--- config.mk ---
export PLATFORM = sky130hd
export DESIGN_NAME = pm_irq_combiner
export DESIGN_NICKNAME = d
export VERILOG_FILES = /design/src/rtl/pm_irq_combiner.sv
export SDC_FILE = /design/constraint.sdc
export NUM_CORES = 1
export LEC_CHECK = 0
export ABC_AREA = 1
export ABC_CLOCK_PERIOD_IN_PS = 1040
export BUFFER_PORTS_ARGS = -buffer_cell sky130_fd_sc_hd__buf_2
export CELL_PAD_IN_SITES_DETAIL_PLACEMENT = 0
export CELL_PAD_IN_SITES_GLOBAL_PLACEMENT = 1
export CORE_AREA = 2 2 57 59
export DETAILED_ROUTE_END_ITERATION = 6
export DIE_AREA = 0 0 59 61
export PLACE_DENSITY = 0.68
export RECOVER_POWER = 100
export SYNTH_ARGS = -nofsm -noshare
export SYNTH_HDL_FRONTEND = slang
export SYNTH_SLANG_ARGS = --single-unit
--- constraint.sdc ---
create_clock -name clk -period 1.04 [get_ports clk]
set_input_delay 0.104 -clock clk [delete_from_list [all_inputs] [get_ports clk]]
set_output_delay 0.104 -clock clk [all_outputs]
set_load 0.05 [all_outputs]
--- src/rtl/pm_irq_combiner.sv ---
module pm_irq_combiner #(
  parameter int NSRC = 8,
  parameter int DW   = 8
) (
  input  logic          clk,
  input  logic          rst_n,
  input  logic [NSRC-1:0] src_req,
  input  logic          aux_kbd,
  input  logic [1:0]    reg_addr,
  input  logic          reg_wr,
  input  logic [DW-1:0] reg_wdata,
  output logic [DW-1:0] reg_rdata,
  output logic          smi_n
);
  localparam int NA = 6;
  localparam int NB = NSRC - NA;

  logic [NA-1:0]   en_a;
  logic [NB-1:0]   en_b;
  logic            route_aux;
  logic            grp_gate;
  logic [NSRC-1:0] stat;
  logic [NSRC-1:0] clr;
  logic            grp_req;

  wire wr_a  = reg_wr && reg_addr == 2'd0;
  wire wr_b  = reg_wr && reg_addr == 2'd1;
  wire wr_sa = reg_wr && reg_addr == 2'd2;
  wire wr_sb = reg_wr && reg_addr == 2'd3;

  assign clr = ({NSRC{wr_sa}} & {{NB{1'b0}}, reg_wdata[NA-1:0]})
             | ({NSRC{wr_sb}} & {reg_wdata[NB-1:0], {NA{1'b0}}});

  assign grp_req = (|(src_req & {en_b, en_a})) | (route_aux & aux_kbd);

  always_ff @(posedge clk or negedge rst_n) begin
    if (!rst_n) begin
      en_a      <= '0;
      en_b      <= '0;
      route_aux <= 1'b0;
      grp_gate  <= 1'b0;
      stat      <= '0;
      smi_n     <= 1'b1;
    end else begin
      if (wr_a) en_a <= reg_wdata[NA-1:0];
      if (wr_b) begin
        en_b      <= reg_wdata[NB-1:0];
        route_aux <= reg_wdata[6];
        grp_gate  <= reg_wdata[7];
      end
      stat  <= (stat & ~clr) | src_req;
      smi_n <= ~(grp_gate & grp_req);
    end
  end

  always_comb begin
    reg_rdata = '0;
    case (reg_addr)
      2'd0: reg_rdata[NA-1:0] = en_a;
      2'd1: begin
        reg_rdata[NB-1:0] = en_b;
        reg_rdata[6]      = route_aux;
        reg_rdata[7]      = grp_gate;
      end
      2'd2: reg_rdata[NA-1:0] = stat[NA-1:0];
      default: reg_rdata[NB-1:0] = stat[NSRC-1:NA];
    endcase
  end
endmodule

Yosys cells after proc, flatten, opt, wreduce, memory -nomap -nowiden
Cells that the tools add are included.

Register bits after elaboration: 19. Output and inout port bits: 9. Logic and storage cells: 29.

Equal/unequal tests: 3. Bitwise logic cells: 11. Mux-type cells: 3. Reductions and logical operators: 6.

Operator list (number): $and 8x8->8 (3); $or 8x8->8 (2); $and 8x6->8 (1); $not 8->8 (1); $pmux 4 s2 (1); $reduce_or 8->1 (1); $pmux 2 s3 (1); $eq 2x2->1 const B (2); $logic_and 1x1->1 (4); $and 1x1->1 (2); $eq 2x1->1 const B (1); $logic_not 2->1 (1); $mux 2 (1); $not 1->1 (1); $or 1x1->1 (1).

Logic depth before layout (Yosys ltp)
Depth after elaboration: 7. Gate-level depth with buffers: 5.

Worst setup path before layout
No wires, ideal clock.

Kind: register to output. From: register route_aux. To: output reg_rdata[6]. Slack: -0.091 ns. Arrival time: 1.027 ns. Buffers on the path: 0. Stages on the path, launching flop included: 3. Cell sequence: dfrtp_1 -> inv_1 -> nor2_1.

Word-level cells in the longest chain between the ends: 1.

Ends and longest elaborated chain: from (decl) (line 20) `logic route_aux;`; from (signal assigned) (line 48) `route_aux <= reg_wdata[6];`; $mux 2 (line 58) `case (reg_addr)`; to (decl) (line 12) `output logic [DW-1:0] reg_rdata,`.

Every way passes these cells.

Worst setup path after layout
From: register en_a[3]. To: output reg_rdata[3].

Word-level cells in the longest chain between the ends: 1.

Ends and longest elaborated chain: from (decl) (line 18) `logic [NA-1:0] en_a;`; from (signal assigned) (line 45) `if (wr_a) en_a <= reg_wdata[NA-1:0];`; $pmux 4 s2 (line 58).

Every way passes these cells.

==> results by group <==
Status
  • Status: complete, but fails checks
  • Failing checks: setup timing

Clock tree
  • Clock latency on the worst-skew pair: 0.29 ns
  • Worst-path clk slew: approximately 0.11 ns
  • CTS tree: done
  • CTS root buffer: clkbuf_4
  • Number of H-tree levels: 1
  • CTS Buffer Depth: 2
  • Clock net sink count: 19
  • CTS buffer count: 3

Worst hold path
  • Worst min path class: in2reg
  • Worst hold path startpoint: src_req[4]

GRT
  • GRT Total Usage: 0.144
  • Number of global-route vias before repair: around 860
  • Largest net degree at the start of global routing: 20
  • First-pass GRT wire length: ~3800 um
  • Initial antenna violation count: 0
  • Remaining Overflow, GRT: 0

Timing
  • Unrepaired setup endpoints after global routing: true
  • Period Utilization, post-route: 1.16
  • Worst-margin pin slew: between 0.4 and 0.5 ns
  • Final setup viols: 10
  • Fin. Hold Viols: 0
  • FMAX: around 830 MHz
  • Worst setup margin: -0.162 ns
  • Pins over their slew limit: 0
  • Hold WS: about 0.0087 ns
  • Minimum clock period: approximately 1.2 ns
  • Slew headroom: 0.676
  • Setup TNS Final: -0.965 ns
  • Worst Skew: roughly 0.004 ns

Logic synthesis
  • Async SR Flop Fraction: 1.00
  • Cell taking the most area after synthesis: dfrtp_1
  • Sequential-to-total area share from yosys stat: 0.499
  • Syn Area/Cell: ~8.0 um^2
  • Synth Register Bits: 19
  • Mapped cell area: ~960 um^2
  • Most frequent cell after synthesis: nand2_1
  • Most instantiated cells after synthesis: 40 x nand2_1, 20 x inv_1, 18 x dfrtp_1, 8 x o21ai_1
  • Post-synth EDFFs: 0
  • Synth unique cells: 17
  • Synthesized instance count: ~120
  • Area contributors post-synth: dfrtp_1 47%, nand2_1 16%, inv_1 7.9%
  • Synth warn: 0
  • Syn Nets: 141
  • Share of the synthesized area in the top cell type: 0.471
  • Ys flop type: dfrtp_1

Power and ir drop
  • Worst VDD drop: 681 uV
  • Power Density: around 1400 mW/mm^2
  • Total chip power: approximately 2 mW
  • Pleak: between 0.7 and 0.8 nW

Detailed routing
  • Drt wl/cell: approximately 11 um
  • Final WL: 2360 um
  • Vias per inst: between 4 and 5
  • DRT Pass-1 Iters: 4
  • Iteration-0 DRC count of the detailed router: 31
  • Drt drc: 0
  • Via count: 940
  • Antenna viol nets, final: 0

Critical path
  • CP startpoint kind: register
  • Critical Path Source: en_a[3]
  • Endpoint class of the critical path: output pin
  • Slowest cell delay on critical path: approximately 0.40 ns
  • Buf/Inv on CP: 1
  • Worst r2r src: en_a[3]
  • Crit-path max FO: 2
  • Worst path required time: 0.94 ns
  • Crit path arrival time: 1.10 ns
  • Delay-heaviest family, CP: flip-flops
  • Sequence of cells on the critical path: a22o_2 -> buf_8
  • CP Class: reg2out
  • Critical Path Slowest Stage Cell: dfrtp_1

Layout
  • Final nets: 196
  • Area delta synth->final: 48.0%
  • Share of cells above drive strength 1: 0.410
  • Final Instance Area: 0.00142 mm^2
  • Number of diodes: 0
  • Filler instances: roughly 300
  • Non-filler cells, final: around 210

Placed design
  • PortBufs: 30
  • Dpl cells: between 150 and 200
  • DP Wirelength: between 1500 and 2000 um
  • Gpl congestion: just over 0.7
  • DP Area: between 0.001 and 0.0015 mm^2

Die
  • Die X: approximately 59 um
  • Core area: around 0.0030 mm^2
  • Site Rows: 20
  • Initial Utilization: 0.324
  • Die footprint: around 0.0036 mm^2
  • Die height: a little over 60 um
  • I/O pin total: 31

Flow run
  • Max-Cap Viols: 0
worst reg2reg max path: stages, from the launching register on:
cell and delay, ns:
dfrtp_1 0.40, buf_4 0.13, buf_4 0.13, nand2_2 0.06, nand2_2 0.04, nor2_2 0.09, nand3_1 0.09, nand2_1 0.08
timing repair:
item | CTS | global route
setup buffers | 9 | 5
pin swaps | 8 | 1
endpoints found under the setup margin | 9 | 10
cloned | 0 | 0
hold buffers | 4 | 0
endpoints found under the hold margin | 21 | 0
gates resized for setup | 25 | 6
routing by layer:
| metal | global-route usage | vias up | wire, um |
|---|---|---|---|
| met3 | 0.0213 | 2 | 77 |
| met1 | 0.191 | 445 | 1070 |
| li1 | - | 478 | - |
| met2 | 0.230 | 15 | 1190 |
| met4 | 0.0682 | 0 | 24 |
| met5 | 0 | - | 0 |
flip-flops by register name, indices dropped and copies added, names as in the netlist:
register and count:
en_b 2, smi_n 1, route_aux 1, en_a 6, grp_gate 1, stat 8
final timing paths:
path	to	cells past startpoint	slack (ns)
worst max-delay path	reg_rdata[3]	2	-0.16
worst min-delay path	stat[4]	3	0.009
worst max register to register	smi_n	7	-0.03
worst min register to register	smi_n	1	0.42
max in group asynchronous	smi_n	2	0.40
min in group asynchronous	stat[6]	2	0.29
power breakdown:
part | switching, mW | internal, mW | leakage (nW) | total [mW]
sequential | 0.0434 | 0.826 | 0.205 | 0.870
clock | 0.230 | 0.149 | 0.0150 | 0.379
combinational | 0.386 | 0.328 | 0.526 | 0.714
total | 0.659 | 1.30 | 0.746 | 1.96
layout by cell type, fill, tap and decap left out, drive strengths merged:
cell         Yosys  final
nand3            1      1
a21oi            2      2
o21ai           16     16
nor2             9      9
dlygate4sd3      0      4
clkbuf           0     12
dfrtp           18     18
nand4            2      2
buf              1     39
dfstp            1      1
inv             22     22
a22o             4      4
nand2           43     43
through the flow:
stage          utilization  setup WS (ns)
6_report             0.479         -0.162
5_1_grt              0.479         -0.204
2_1_floorplan            -         0.0251
3_5_place_dp         0.394       0.000948
4_1_cts              0.465         -0.167
3_3_place_gp         0.394         0.0176
cell type report:
| cell class | count | area (um^2) | share of cell area |
|---|---|---|---|
| Timing Repair Buffer | 51 | 395 | 0.279 |
| Inverter | 22 | 82.6 | 0.0584 |
| Clock buffer | 4 | 26.3 | 0.0186 |
| Multi-Input combinational cell | 77 | 393 | 0.278 |
| Tap cell | 33 | 41.3 | 0.0292 |
| Sequential cell | 19 | 477 | 0.337 |
kinds of logic (layout without fill, tap and decap cells):
logic type             Yosys count  count (layout)  synth area share
and+or+nand+nor                 55              55             0.243
DFF                             19              19             0.499
AOI/OAI and AO/OA               22              22             0.160
buffers and inverters           23              77            0.0982
Power figures use the tool's default switching activity.
